File: src/rtl/twin_pwm_pkg.sv
// Shared constants for the dual-channel PWM controller: register offsets
// and bit positions inside one channel's 8-bit control field.
package twin_pwm_pkg;
    localparam int FIELD_W      = 8;
    localparam int F_RUN_BIT    = 0;
    localparam int F_INV_BIT    = 4;
    localparam int F_MODE_BIT   = 7;
    localparam int CTRL_OFS     = 'h00;
    localparam int CH_STRIDE    = 'h10;
    localparam int PER_OFS      = 'h10;
    localparam int DUTY_OFS     = 'h14;

    // Byte offset of channel n's period register.
    function automatic int period_ofs(input int n);
        return PER_OFS + CH_STRIDE * n;
    endfunction

    // Byte offset of channel n's duty register.
    function automatic int duty_ofs(input int n);
        return DUTY_OFS + CH_STRIDE * n;
    endfunction
endpackage

File: src/rtl/tp_regfile.sv
// Register store for the PWM controller: the shared control word plus one
// period and one duty register per channel. Writes are taken on the clock
// edge. Reads are combinational from the address.
// Assumes NUM_CH*8 <= DATA_W and CNT_W <= DATA_W.
module tp_regfile
    import twin_pwm_pkg::*;
#(
    parameter int NUM_CH = 2,
    parameter int ADDR_W = 8,
    parameter int DATA_W = 32,
    parameter int CNT_W  = 16
) (
    input  logic                      clk,
    input  logic                      rst_n,
    input  logic                      wr,
    input  logic [ADDR_W-1:0]         addr,
    input  logic [DATA_W-1:0]         wdata,
    output logic [DATA_W-1:0]         rdata,
    output logic [NUM_CH*FIELD_W-1:0] ctrl,
    output logic [CNT_W-1:0]          period [NUM_CH],
    output logic [CNT_W-1:0]          duty   [NUM_CH]
);
    localparam int CTRL_W = NUM_CH * FIELD_W;

    // Control word write.
    always_ff @(posedge clk) begin
        if (!rst_n)
            ctrl <= '0;
        else if (wr && int'(addr) == CTRL_OFS)
            ctrl <= wdata[CTRL_W-1:0];
    end

    // Per-channel period and duty registers.
    for (genvar n = 0; n < NUM_CH; n++) begin : g_chreg
        always_ff @(posedge clk) begin
            if (!rst_n) begin
                period[n] <= '0;
                duty[n]   <= '0;
            end else if (wr) begin
                if (int'(addr) == period_ofs(n)) period[n] <= wdata[CNT_W-1:0];
                if (int'(addr) == duty_ofs(n))   duty[n]   <= wdata[CNT_W-1:0];
            end
        end
    end

    // Read multiplexer: unmapped offsets return zero.
    always_comb begin
        rdata = '0;
        if (int'(addr) == CTRL_OFS) rdata[CTRL_W-1:0] = ctrl;
        for (int n = 0; n < NUM_CH; n++) begin
            if (int'(addr) == period_ofs(n)) rdata[CNT_W-1:0] = period[n];
            if (int'(addr) == duty_ofs(n))   rdata[CNT_W-1:0] = duty[n];
        end
    end

    // a control write lands in the control word one edge later.
    a_r2_ctrl_write: assert property (@(posedge clk) disable iff (!rst_n)
        (wr && int'(addr) == CTRL_OFS) |=> ctrl == $past(wdata[CTRL_W-1:0]));
endmodule

File: src/rtl/tp_channel.sv
// One PWM channel: a free-running counter that wraps at the active period,
// shadow copies of period and duty reloaded only at a wrap (or while
// stopped), and a registered output stage with polarity inversion.
// Assumes the field, period and duty inputs are synchronous to clk.
module tp_channel
    import twin_pwm_pkg::*;
#(
    parameter int CNT_W = 16
) (
    input  logic               clk,
    input  logic               rst_n,
    input  logic [FIELD_W-1:0] field,
    input  logic [CNT_W-1:0]   period_in,
    input  logic [CNT_W-1:0]   duty_in,
    output logic               wave
);
    logic             running;
    logic             invert;
    logic [CNT_W-1:0] cnt;
    logic [CNT_W-1:0] sh_period;
    logic [CNT_W-1:0] sh_duty;
    logic [CNT_W:0]   cnt_plus;
    logic             wrap;

    assign running  = field[F_RUN_BIT] && field[F_MODE_BIT];
    assign invert   = field[F_INV_BIT];
    assign cnt_plus = {1'b0, cnt} + 1'b1;
    assign wrap     = cnt_plus >= {1'b0, sh_period};

    // Counter: held at zero while stopped, wraps after period-1.
    always_ff @(posedge clk) begin
        if (!rst_n || !running || wrap)
            cnt <= '0;
        else
            cnt <= cnt_plus[CNT_W-1:0];
    end

    // Shadow copies: follow the registers while stopped, else reload at a wrap.
    always_ff @(posedge clk) begin
        if (!rst_n) begin
            sh_period <= '0;
            sh_duty   <= '0;
        end else if (!running || wrap) begin
            sh_period <= period_in;
            sh_duty   <= duty_in;
        end
    end

    // Output stage: compare against duty, apply polarity, idle when stopped.
    always_ff @(posedge clk) begin
        if (!rst_n)
            wave <= 1'b0;
        else if (running)
            wave <= (cnt < sh_duty) ^ invert;
        else
            wave <= invert;
    end

    // a stopped channel leaves its counter at zero.
    a_r6_stopped_cnt_zero: assert property (@(posedge clk) disable iff (!rst_n)
        !running |=> cnt == '0);

    // a running counter stays below a nonzero period.
    a_r3_cnt_in_range: assert property (@(posedge clk) disable iff (!rst_n)
        (running && sh_period != '0) |-> cnt < sh_period);

    // shadow values stay fixed between wraps.
    a_r7_shadow_hold: assert property (@(posedge clk) disable iff (!rst_n)
        (running && !wrap) |=> ($stable(sh_period) && $stable(sh_duty)));

    // a stopped channel drives the idle level chosen by polarity.
    a_r5_idle_level: assert property (@(posedge clk) disable iff (!rst_n)
        !running |=> wave == $past(invert));
endmodule

File: src/rtl/twin_pwm_unit.sv
// Top of the dual-channel PWM controller: a register store and one
// counter/output channel per control field. The clock is the base PWM
// clock. Reset is synchronous, active low.
module twin_pwm_unit
    import twin_pwm_pkg::*;
#(
    parameter int NUM_CH = 2,
    parameter int ADDR_W = 8,
    parameter int DATA_W = 32,
    parameter int CNT_W  = 16
) (
    input  logic              clk,
    input  logic              rst_n,
    input  logic              reg_wr,
    input  logic [ADDR_W-1:0] reg_addr,
    input  logic [DATA_W-1:0] reg_wdata,
    output logic [DATA_W-1:0] reg_rdata,
    output logic [NUM_CH-1:0] pwm_out
);
    localparam int CTRL_W = NUM_CH * FIELD_W;

    logic [CTRL_W-1:0] ctrl;
    logic [CNT_W-1:0]  period [NUM_CH];
    logic [CNT_W-1:0]  duty   [NUM_CH];

    tp_regfile #(
        .NUM_CH(NUM_CH), .ADDR_W(ADDR_W), .DATA_W(DATA_W), .CNT_W(CNT_W)
    ) u_regs (
        .clk(clk), .rst_n(rst_n), .wr(reg_wr), .addr(reg_addr),
        .wdata(reg_wdata), .rdata(reg_rdata), .ctrl(ctrl),
        .period(period), .duty(duty)
    );

    // One channel per control field.
    for (genvar n = 0; n < NUM_CH; n++) begin : g_ch
        tp_channel #(.CNT_W(CNT_W)) u_ch (
            .clk(clk), .rst_n(rst_n),
            .field(ctrl[n*FIELD_W +: FIELD_W]),
            .period_in(period[n]), .duty_in(duty[n]),
            .wave(pwm_out[n])
        );
    end

    // outputs are low in the first cycle after reset.
    a_r1_reset_low: assert property (@(posedge clk)
        !rst_n |=> pwm_out == '0);
endmodule

File: config.mk
export PLATFORM = sky130hd
export DESIGN_NAME = twin_pwm_unit
export DESIGN_NICKNAME = d
export VERILOG_FILES = /design/src/rtl/twin_pwm_pkg.sv /design/src/rtl/tp_regfile.sv /design/src/rtl/tp_channel.sv /design/src/rtl/twin_pwm_unit.sv
export SDC_FILE = /design/constraint.sdc
export NUM_CORES = 1
export LEC_CHECK = 0
export BUFFER_PORTS_ARGS = -buffer_cell sky130_fd_sc_hd__buf_2
export CAP_MARGIN = 20
export CORE_MARGIN = 4
export CORE_UTILIZATION = 47
export CTS_CLUSTER_SIZE = 12
export DETAILED_ROUTE_END_ITERATION = 7
export GPL_ROUTABILITY_DRIVEN = 1
export PLACE_DENSITY = 0.74
export SLEW_MARGIN = 40
export SYNTH_ARGS = -nofsm -noshare
export SYNTH_HDL_FRONTEND = slang
export SYNTH_HIERARCHICAL = 1
export SYNTH_SLANG_ARGS = --single-unit
File: constraint.sdc
create_clock -name clk -period 3.35 [get_ports clk]
set_clock_uncertainty 0.05 [all_clocks]
set_input_delay 0.5025 -clock clk [delete_from_list [all_inputs] [get_ports clk]]
set_output_delay 0.5025 -clock clk [all_outputs]
set_load 0.05 [all_outputs]
Word-level counts from Yosys, hierarchy flattened
Cells that the tools add are included.
W data, S select, Z words.
{"block": "word_totals", "register_bits": 178, "inputBits": 43, "output_inout_bits": 34, "elab_cells": 49}
{"block": "classes", "addsub": 2, "reduce_logical": 17, "n_bitwise": 2, "eq_ne": 4, "muxes": 7, "magnitude_cmp": 4}
{"operator": "$mux W16", "count": 5}
{"operator": "$add A16 B1 Y17 const B", "count": 2}
{"operator": "$ge A17 B16 Y1", "count": 2}
{"operator": "$lt A16 B16 Y1", "count": 2}
{"operator": "$eq A8 B6 Y1 const B", "count": 2}
{"operator": "$eq A8 B7 Y1 const B", "count": 2}
{"operator": "$logic_not A8 Y1", "count": 1}
{"operator": "$reduce_and A2 Y1", "count": 4}
{"operator": "$logic_or A1 B1 Y1", "count": 6}
{"operator": "$logic_and A1 B1 Y1", "count": 3}
{"operator": "$logic_not A1 Y1", "count": 3}
{"operator": "$mux W1", "count": 2}
{"operator": "$xor A1 B1 Y1", "count": 2}

Logic depth before layout (Yosys ltp)
Gate-level depths: netlist (run 1).
{"block": "depth", "word_depth": 6, "mapped_depth": 14, "mapped_depth_nobuf": 12}

By module
The synthesis (run 1) kept the hierarchy.
{"module": "tp_regfile", "instances": 1, "seq_area_each_um2": 1601.5, "area_per_inst_um2": 3972.6, "cells_each": 415}
{"module": "tp_channel (g_ch[0].u_ch)", "instances": 1, "seq_area_each_um2": 980.9, "area_per_inst_um2": 2793.9, "cells_each": 323}
{"module": "tp_channel (g_ch[1].u_ch)", "instances": 1, "seq_area_each_um2": 980.9, "area_per_inst_um2": 2775.2, "cells_each": 303}

Worst setup path after synthesis (run 1)
Ideal clock, no wire load.
{"block": "synth_timing", "path_type": "reg-to-reg", "start": "reg g_ch[1].u_ch.cnt[0]", "end": "reg g_ch[1].u_ch.cnt[3]", "path_stages_with_launch": 13, "setup_ns": 0.061, "t_arrival_ns": 2.785, "slack_ns": 0.454, "path_buffers": 1, "synth_period_minus_slack_ns": 2.896, "t_required_ns": 3.239, "cell_sequence": "dfxtp_1 -> ha_1 -> nand3_1 -> nor4_2 -> xor2_1 -> ha_1 -> a21o_1 -> a211o_1 -> a41oi_2 -> o2111ai_2 -> or2_4 -> buf_12 -> nor2b_4"}
{"block": "synth_between", "elab_chain_len": 3}
{"element": "start: declaration", "line_no": "tp_channel.sv:19", "text": "logic [CNT_W-1:0] cnt;"}
{"element": "start signal: assignment", "line_no": "tp_channel.sv:35", "text": "cnt <= cnt_plus[CNT_W-1:0];"}
{"element": "$add A16 B1 Y17", "line_no": "tp_channel.sv:27", "text": "assign cnt_plus = {1'b0, cnt} + 1'b1;"}
{"element": "net g_ch[1].u_ch.cnt_plus[14]", "line_no": "tp_channel.sv:22", "text": "logic [CNT_W:0] cnt_plus;"}
{"element": "$ge A17 B16 Y1", "line_no": "tp_channel.sv:28", "text": "assign wrap = cnt_plus >= {1'b0, sh_period};"}
{"element": "$logic_or A1 B1 Y1", "line_no": "tp_channel.sv:32", "text": "if (!rst_n || !running || wrap)"}
The timed path passes the listed nets, and every way through them passes these cells.
A chain may end at the register's enable or synchronous reset.

Final worst setup path (run 1)
{"block": "layout_timing", "start": "reg g_ch[1].u_ch.cnt[0]", "end": "reg g_ch[1].u_ch.cnt[2]"}
Same word-level chain as after synthesis.

==> impl_metrics.yaml, run 1 <==
synth:
  synthesis.area_mm2: 0.00954
  async_flop_share_pct: 0
  synth_compound_area_share_pct: 9.77
  synth_top_family_by_area: "simple AND/OR/NAND/NOR gates"
  synth_fa_ha_area_share_pct: 8.39
  yosys.area_share.simple_pct: 19.7
  synth_ff_type: "dfxtp_1"
  ys_seq_area_share_pct: 37.3
  synthMuxAreaShare_pct: 14.2
  ys_ff_latch: 178
  synth.distinct_cells: 58
  synth.avg_cell_area_um2: 9.17
  synthCells: 1041
  yosys_warnings: 6
  synth_edf_count: 0
  synth_xor_area_share_pct: 2.57
clocking:
  cts.sinks: 178
  cts_max_level: 4
  clock_path_buffers: 2
  tritoncts: "yes"
  root_buffer: "clkbuf_16"
  clk_pin_slew_worst_paths_ps: 70
  cts_buffers: 17
  clock_latency_ps: 430
layout:
  fin_nets: 1180
  design_area_mm2: 0.0106
  drive_above_1_share_pct: 14.1
  fillers: 1780
  syn_to_final_growth_pct: 11.0
  diodes: 0
routing:
  drt_pass1_iterations: 5
  drc_errors: 0
  wl_per_cell_um: 15.7
  drt_iter0_markers: 478
  vias_per_cell: 5.41
  wirelength_mm: 21.3
  ant_nets: 0
  vias: 7310
power_and_ir_drop:
  p_leak_nw: 4.83
  intPower_mw: 3.43
  power_frac_comb_pct: 4.3
  seqPwrFrac_pct: 47.8
  clockPowerShare_pct: 47.8
  switching_share_pct: 22.6
  max-vdd-ir-drop_mv: 0.322
  switchingPower_uw: 1000
  p_per_area_mw_per_mm2: 418
run:
  drv_cap: 0
floorplanning:
  io_pins: 77
  coreArea_mm2: 0.0197
  num_rows: 51
  fp.dieH_um: 150
  die_w_um: 150
  die_area_mm2: 0.0226
  initial_core_util_pct: 48.4
critical_path:
  worstSetupEndpoint: "g_ch[1].u_ch/cnt[2]$_SDFF_PP0_"
  reg2reg_from: "g_ch[1].u_ch/cnt[0]$_SDFF_PP0_"
  crit-reg2reg-capture: "g_ch[1].u_ch/cnt[2]$_SDFF_PP0_"
  crit_buf_inv: 1
  end_kind: "flip-flop"
  rr_worst_depth: 12
  crit_path_cell_trace: "ha_2, nand3_2, nor4_4, xor2_1, ha_1, a21o_1, a211o_1, a41oi_2, o2111ai_4, or2_4, buf_12, nor2b_4"
  critPathMaxStageDelay_ps: 380
  worstSetupStartpointType: "flip-flop"
  cp_max_fo: 11
  critical_path_arrival_ps: 3520
  worstPathRequired_ps: 3670
  critPathTopFamily: "simple AND/OR/NAND/NOR gates"
  worst_path_max_delay_cell: "dfxtp_2"
  timing.critical_path.from: "g_ch[1].u_ch/cnt[0]$_SDFF_PP0_"
  worst-path-stages: 12
  critical_path_class: "flip-flop to flip-flop"
  r2r_slack_ps: 140
status:
  status: "finished, final reports clean"
sta:
  worst_pin_slew_ps: 733
  tns_ps: 0
  fin_crit_ps: 3210
  max_slew_margin_pct: 51.1
  setup_slack_ps: 142
  setup_viol: 0
  hold_viol: 0
  rsz0062_at_grt: "no"
  final_max_slew_viol_count: 0
  max_freq_mhz: 312
  finalCritPeriodShare_pct: 95.8
placement:
  pre_cts_slack_ps: 83.9
  gp_congestion: 0.872
  dp_hpwl_mm: 15.4
  dpl_cell_area_mm2: 0.00985
  io_buffers: 44
global_route:
  grt_max_degree: 89
  grt_pass1_vias: 6875
  antenna_found_initial: 0
  grt_pass1_wl_mm: 35.0
  overflow: 0
  gr-usage-all-layers_pct: 19.3
worst_hold_path:
  whs_path_depth: 3
  min_path_type: "primary input to flip-flop"
==> power by group through the flow <==
stage	registers, mW	logic (mW)	clock network, mW
after floorplan	2.17	0.150	0
after global placement	2.17	0.189	0
after detailed placement	2.17	0.189	0
after CTS	2.12	0.190	2.15
after global routing	2.12	0.206	2.25
final	2.12	0.193	2.12
==> worst min path at each step <==
| stage | start | to | slack (ps) |
|---|---|---|---|
| finish | reg_wdata[10] | u_regs/period[10]$_SDFFE_PN0P_ | 400 |
| global route | reg_wdata[10] | u_regs/period[10]$_SDFFE_PN0P_ | 420 |
| CTS | reg_wdata[10] | u_regs/period[10]$_SDFFE_PN0P_ | 390 |
| detailed placement | u_regs/ctrl[13]$_SDFFE_PN0P_ | u_regs/ctrl[13]$_SDFFE_PN0P_ | 400 |
| global placement | u_regs/ctrl[5]$_SDFFE_PN0P_ | u_regs/ctrl[5]$_SDFFE_PN0P_ | 390 |
| floorplan | g_ch[1].u_ch/sh_duty[0]$_SDFFE_PN0P_ | g_ch[1].u_ch/sh_duty[0]$_SDFFE_PN0P_ | 380 |
==> cells in the final DEF, fill, tap and decap left out, types with 9 or more instances in the layout <==
cell,netlist,routed
nand3_1,52,51
nor2b_1,17,17
o21ai_0,11,11
buf_2,9,43
and3b_1,13,13
and3_1,12,12
o211ai_1,14,14
nand4_1,9,9
xnor2_1,19,19
conb_1,1,16
o31ai_1,30,30
clkbuf_16,0,17
a21oi_1,22,22
nor2_1,19,19
a31oi_1,13,13
inv_1,65,65
nand2_1,205,205
buf_4,16,24
mux2_2,19,19
dfxtp_1,178,176
mux2i_1,114,114
ha_1,64,63
xor2_1,9,9
a32oi_1,13,13
==> flip-flops by register name, summed over array words and instances, names as in the netlist <==
| name | flops |
|---|---|
| u_regs/period | 32 |
| u_regs/ctrl | 16 |
| g_ch.u_ch/cnt | 32 |
| u_regs/duty | 32 |
| g_ch.u_ch/sh_duty | 32 |
| g_ch.u_ch/wave | 2 |
| g_ch.u_ch/sh_period | 32 |
==> cells in the mapped netlist (8+ instances only) <==
| cell | instances | area [um2] |
|---|---|---|
| o31ai_1 | 30 | 225 |
| ha_1 | 64 | 801 |
| xor2_1 | 9 | 78.8 |
| a32oi_1 | 13 | 114 |
| buf_4 | 16 | 120 |
| dfxtp_1 | 178 | 3560 |
| o211ai_1 | 14 | 105 |
| and3_1 | 12 | 75.1 |
| nand2_1 | 205 | 769 |
| xnor2_1 | 19 | 166 |
| o21ai_0 | 11 | 55.1 |
| buf_6 | 13 | 146 |
| nor2b_1 | 17 | 106 |
| mux2_2 | 19 | 214 |
| mux2i_1 | 114 | 1140 |
| a21oi_1 | 22 | 110 |
| nor2b_4 | 8 | 110 |
| a31oi_1 | 13 | 81.3 |
| nor2_1 | 19 | 71.3 |
| inv_1 | 65 | 244 |
| nand3_1 | 52 | 260 |
| and3b_1 | 13 | 114 |
| clkbuf_1 | 33 | 124 |
| buf_2 | 9 | 45.0 |
| nand4_1 | 9 | 56.3 |
==> what timing repair did <==
item / in CTS / in global routing
gates resized for setup: 0 / 10
setup endpoints to repair: 0 / 45
setup buffers: 0 / 7
hold buffers: 0 / 0
endpoints found under the hold margin: 0 / 0
==> cell type report <==
cell class                      count  area [um2]  share of cell area, %
Inverter                           65         244                   2.30
Clock inverter                     13         183                   1.73
Multi-Input combinational cell    738        5320                   50.2
Tap cell                          265         332                   3.13
Sequential cell                   178        3570                   33.7
Timing Repair Buffer               73         507                   4.79
Clock buffer                       19         443                   4.18
==> routing by layer <==
metal  vias up  track usage [%]  wire length [um]
met1      3488             27.2             10200
li1       3643                -                 -
met3        13             3.67              1050
met4         0             4.12               169
met2       166             30.7              9860
met5         -                0                 0
==> cells by family after synthesis <==
| logic type | after synthesis |
|---|---|
| DFF | 178 |
| AOI/OAI and AO/OA | 131 |
| buffers and inverters | 140 |
| muxes | 133 |
| and+or+nand+nor | 366 |
| other | 1 |
| xor gates and xnor gates | 28 |
| adders and majority gates | 64 |
==> stage by stage <==
stage	hold WS, ps	utilization (%)	cells	power (mW)
after detailed placement	401	50.0	1312	2.36
after CTS	392	53.2	1344	4.46
after global routing	416	53.7	1351	4.57
after global placement	393	50.0	1312	2.36
after floorplan	381	-	1056	2.32
final	400	53.7	1351	4.43
==> worst min-delay path, stage by stage <==
cell and delay (ps):
buf_2 80, nand2_1 120, mux2i_1 140
Note: power is estimated with default switching activity, not from simulation.
==> inputs of run 2 (changes only) <==
PLACE_DENSITY = 0.65   (was 0.74)
==> impl_metrics.yaml, run 2 (synthesized netlist as in run 1, its figures left out) <==
status:
  status: "finished, final reports clean"
global_route:
  grt_max_degree: 92
  grt_pass1_vias: 6853
  antenna_found_initial: 0
  overflow: 0
  grt_pass1_wl_mm: 34.6
  gr-usage-all-layers_pct: 19.1
sta:
  setup_viol: 0
  tns_ps: 0
  max_slew_margin_pct: 57.8
  hold_viol: 0
  max_freq_mhz: 311
  worst_pin_slew_ps: 631
  fin_crit_ps: 3220
  finalCritPeriodShare_pct: 96.0
  rsz0062_at_grt: "no"
  final_max_slew_viol_count: 0
critical_path:
  cp_max_fo: 8
  critical_path_class: "flip-flop to flip-flop"
  worstSetupStartpointType: "flip-flop"
  worstPathRequired_ps: 3670
  critical_path_arrival_ps: 3540
  end_kind: "flip-flop"
floorplanning:
  coreArea_mm2: 0.0197
  die_area_mm2: 0.0226
  num_rows: 51
  initial_core_util_pct: 48.4
  fp.dieH_um: 150
  io_pins: 77
  die_w_um: 150
power_and_ir_drop:
  p_per_area_mw_per_mm2: 431
  p_leak_nw: 4.80
  max-vdd-ir-drop_mv: 0.331
  power_mw: 4.53
routing:
  ant_nets: 0
  met1_length_mm: 10.3
  vias_per_cell: 5.36
  drt_iter0_markers: 367
  wl_per_cell_um: 15.6
  vias: 7195
  route.met3.wl_mm: 1.10
  wirelength_mm: 20.9
  drt_pass1_iterations: 5
  met2_length_mm: 9.28
  top_layer: "met4"
  drc_errors: 0
clocking:
  tritoncts: "yes"
  hold_buffers: 0
  cts_buffers: 17
  root_buffer: "clkbuf_16"
  clock_latency_ps: 430
  clk_pin_slew_worst_paths_ps: 60
  clock_path_buffers: 2
  cts_resized: 0
  cts_max_level: 4
  cts.sinks: 178
placement:
  dp_hpwl_mm: 15.3
  dp.cells: 1308
  gp_congestion: 0.819
  io_buffers: 44
layout:
  seq_area_mm2: 0.00356
  drive_above_1_share_pct: 12.9
  multi_input_area_mm2: 0.00529
  final_util_pct: 53.4
  fillers: 1822
  final_cell_mix: "nand2_1, dfxtp_1, mux2i_1"
  layout.cells.non_filler: 1343
  fin_nets: 1173
  diodes: 0
  final_common_cell: "nand2_1"
  syn_to_final_growth_pct: 10.3
run:
  drv_cap: 0
worst_hold_path:
  min_path_type: "primary input to flip-flop"
-- run 2: cell types whose count changed in the layout (fill, tap and decap cells not counted), moves of 2 or more --
cell / change
inv_6: -2
dfxtp_1: +2
clkbuf_1: +2
buf_4: -6
clkinvlp_4: -3
dfxtp_2: -2
bufinv_16: +2
-- run 2: path summary, 6_finish.rpt --
| kind | cells past startpoint | from | slack [ps] | endpoint |
|---|---|---|---|---|
| min | 3 | reg_wdata[11] | 400 | u_regs/period[11]$_SDFFE_PN0P_ |
| max reg2reg | 12 | g_ch[1].u_ch/cnt[1]$_SDFF_PP0_ | 130 | g_ch[1].u_ch/cnt[3]$_SDFF_PP0_ |
| min reg2reg | 2 | g_ch[0].u_ch/sh_period[13]$_SDFFE_PN0P_ | 410 | g_ch[0].u_ch/sh_period[13]$_SDFFE_PN0P_ |
| max | 12 | g_ch[1].u_ch/cnt[1]$_SDFF_PP0_ | 130 | g_ch[1].u_ch/cnt[3]$_SDFF_PP0_ |
-- run 2: final cells by class --
type	instances	share of cell area (%)
Tap cell	265	3.15
Clock buffer	21	4.28
Timing Repair Buffer	66	4.20
Inverter	65	2.32
Multi-Input combinational cell	738	50.2
Sequential cell	178	33.9
Clock inverter	10	1.96
-- run 2: where the power goes --
| part | switching [mW] | internal (mW) | leakage (nW) |
|---|---|---|---|
| Sequential | 0.00121 | 2.12 | 1.43 |
| Clock | 0.813 | 1.41 | 0.317 |
| Combinational | 0.150 | 0.0383 | 3.05 |
-- run 2: what timing repair did --
action / 4_1_cts / 5_1_grt
endpoints found under the hold margin: 0 / 0
setup endpoints to repair: 0 / 32
setup buffers: 0 / 4
-- run 2: per-stage QoR --
step | cell area, um2 | hold WS [ps] | setup slack (ps)
final | 10500 | 403 | 134
after global routing | 10500 | 404 | 0.438
after floorplan | 9600 | 381 | 454
after CTS | 10500 | 386 | 95.8
after detailed placement | 9820 | 398 | 118
after global placement | 9820 | 393 | 189
-- run 2: critical path: stages, from the launching register on --
cell and delay, ps:
dfxtp_1 370, ha_1 230, nand3_1 190, nor4_2 360, xor2_1 250, ha_1 290, a21o_1 190, a211o_1 300
a41oi_2 200, o2111ai_4 170, or2_4 310, buf_12 170, nor2b_4 90
-- run 2: routing by layer --
| metal | global-route usage, % | vias up |
|---|---|---|
| met5 | 0 | - |
| met1 | 27.2 | 3404 |
| met2 | 29.6 | 147 |
| li1 | - | 3626 |
| met3 | 4.15 | 18 |
| met4 | 4.62 | 0 |
==> inputs of run 3 (changes only) <==
CAP_MARGIN = unset   (was 20)
CELL_PAD_IN_SITES_DETAIL_PLACEMENT = 2   (was unset)
CELL_PAD_IN_SITES_GLOBAL_PLACEMENT = 2   (was unset)
CORE_UTILIZATION = 41   (was 47)
PLACE_DENSITY = unset   (was 0.65)
PLACE_DENSITY_LB_ADDON = 0.1   (was unset)
clock period = 3.75 ns   (was 3.35 ns; I/O delays follow)
==> impl_metrics.yaml, run 3 (synthesized netlist as in run 1, its figures left out) <==
power_and_ir_drop:
  p_leak_nw: 4.70
  power_mw: 3.87
  p_per_area_mw_per_mm2: 371
  max-vdd-ir-drop_mv: 0.229
placement:
  dpl_cell_area_mm2: 0.00986
  dp.cells: 1354
  dp_hpwl_mm: 19.8
  gp_congestion: 0.784
  io_buffers: 44
  pre_cts_slack_ps: 352
critical_path:
  worstSetupStartpointType: "flip-flop"
  critical_path_arrival_ps: 3760
  critical_path_class: "flip-flop to flip-flop"
  end_kind: "flip-flop"
  worstPathRequired_ps: 4060
  cp_max_fo: 8
floorplanning:
  die_area_mm2: 0.0258
  io_pins: 77
  fp.dieH_um: 161
  coreArea_mm2: 0.0228
  num_rows: 55
  die_w_um: 161
  initial_core_util_pct: 41.9
global_route:
  antenna_found_initial: 0
  gr-usage-all-layers_pct: 21.3
  grt_max_degree: 78
  grt_pass1_wl_mm: 44.3
  overflow: 0
  grt_pass1_vias: 8265
sta:
  fin_crit_ps: 3450
  tns_ps: 0
  hold_ws_ps: 411
  final_max_slew_viol_count: 0
  max_freq_mhz: 290
  max_slew_margin_pct: 52.8
  hold_viol: 0
  setup_slack_ps: 303
  rsz0062_at_grt: "no"
  worst_pin_slew_ps: 706
  setup_viol: 0
  finalCritPeriodShare_pct: 91.9
routing:
  drt_pass1_iterations: 5
  vias: 7464
  wirelength_mm: 27.1
  drc_errors: 0
  vias_per_cell: 5.39
  drt_iter0_markers: 282
  ant_nets: 0
  wl_per_cell_um: 19.5
clocking:
  clock_latency_ps: 430
  clock_path_buffers: 2
  cts_resized: 0
  cts_max_level: 4
  root_buffer: "clkbuf_16"
  hold_buffers: 0
  tritoncts: "yes"
  cts_buffers: 17
  cts_setup_buffers: 0
  clk_pin_slew_worst_paths_ps: 70
  cts.sinks: 178
layout:
  drive_above_1_share_pct: 12.6
  layout.cells.non_filler: 1384
  syn_to_final_growth_pct: 9.43
  final_cell_mix: "nand2_1, dfxtp_1, mux2i_1"
  final_util_pct: 45.8
  fin_nets: 1167
  diodes: 0
  design_area_mm2: 0.0104
  final_common_cell: "nand2_1"
status:
  status: "finished, final reports clean"
run:
  drv_cap: 0
worst_hold_path:
  min_path_type: "flip-flop to flip-flop"
==> run 3: cell count changes in the layout (fill, tap and decap cells not counted), sizes merged <==
cell and change:
clkbuf -4, bufinv -4, buf -6, clkinvlp +1, inv +6
==> run 3: power by group <==
group	switching (mW)	internal [mW]
Combinational	0.143	0.0349
Clock	0.811	0.989
Sequential	0.00120	1.89
==> run 3: metal layers <==
metal	vias up	track usage, %	wire length [um]
met3	14	3.05	612
li1	3610	-	-
met1	3752	27.5	12600
met4	0	4.42	227
met2	88	38.1	13600
met5	-	0	0
==> run 3: path summary, 6_finish.rpt <==
check	start	endpoint	slack, ps	cells past startpoint
min reg2reg	g_ch[0].u_ch/sh_period[10]$_SDFFE_PN0P_	g_ch[0].u_ch/sh_period[10]$_SDFFE_PN0P_	410	2
max reg2reg	g_ch[0].u_ch/cnt[0]$_SDFF_PP0_	g_ch[0].u_ch/cnt[7]$_SDFF_PP0_	300	13
max	g_ch[0].u_ch/cnt[0]$_SDFF_PP0_	g_ch[0].u_ch/cnt[7]$_SDFF_PP0_	300	13
min	g_ch[0].u_ch/sh_period[10]$_SDFFE_PN0P_	g_ch[0].u_ch/sh_period[10]$_SDFFE_PN0P_	410	2
==> run 3: final cells by class <==
cell class                 instances  area, um2
clock buffer                      17        425
clock inverter                    13        150
fill                            2487      12300
inverter                          65        244
multi-input combinational        738       5300
sequential                       178       3560
tap                              313        392
timing repair buffer              60        372
==> run 3: worst max-delay path, stage by stage (launching register included) <==
cell and delay, ps:
dfxtp_1 430, ha_1 260, and2_4 200, nor2b_1 230, nand4_1 140, xnor2_1 210
ha_1 280, a21o_1 170, a211oi_1 310, o21ai_1 170, a31oi_2 320, nand3_1 240
buf_4 260, nor2b_1 110
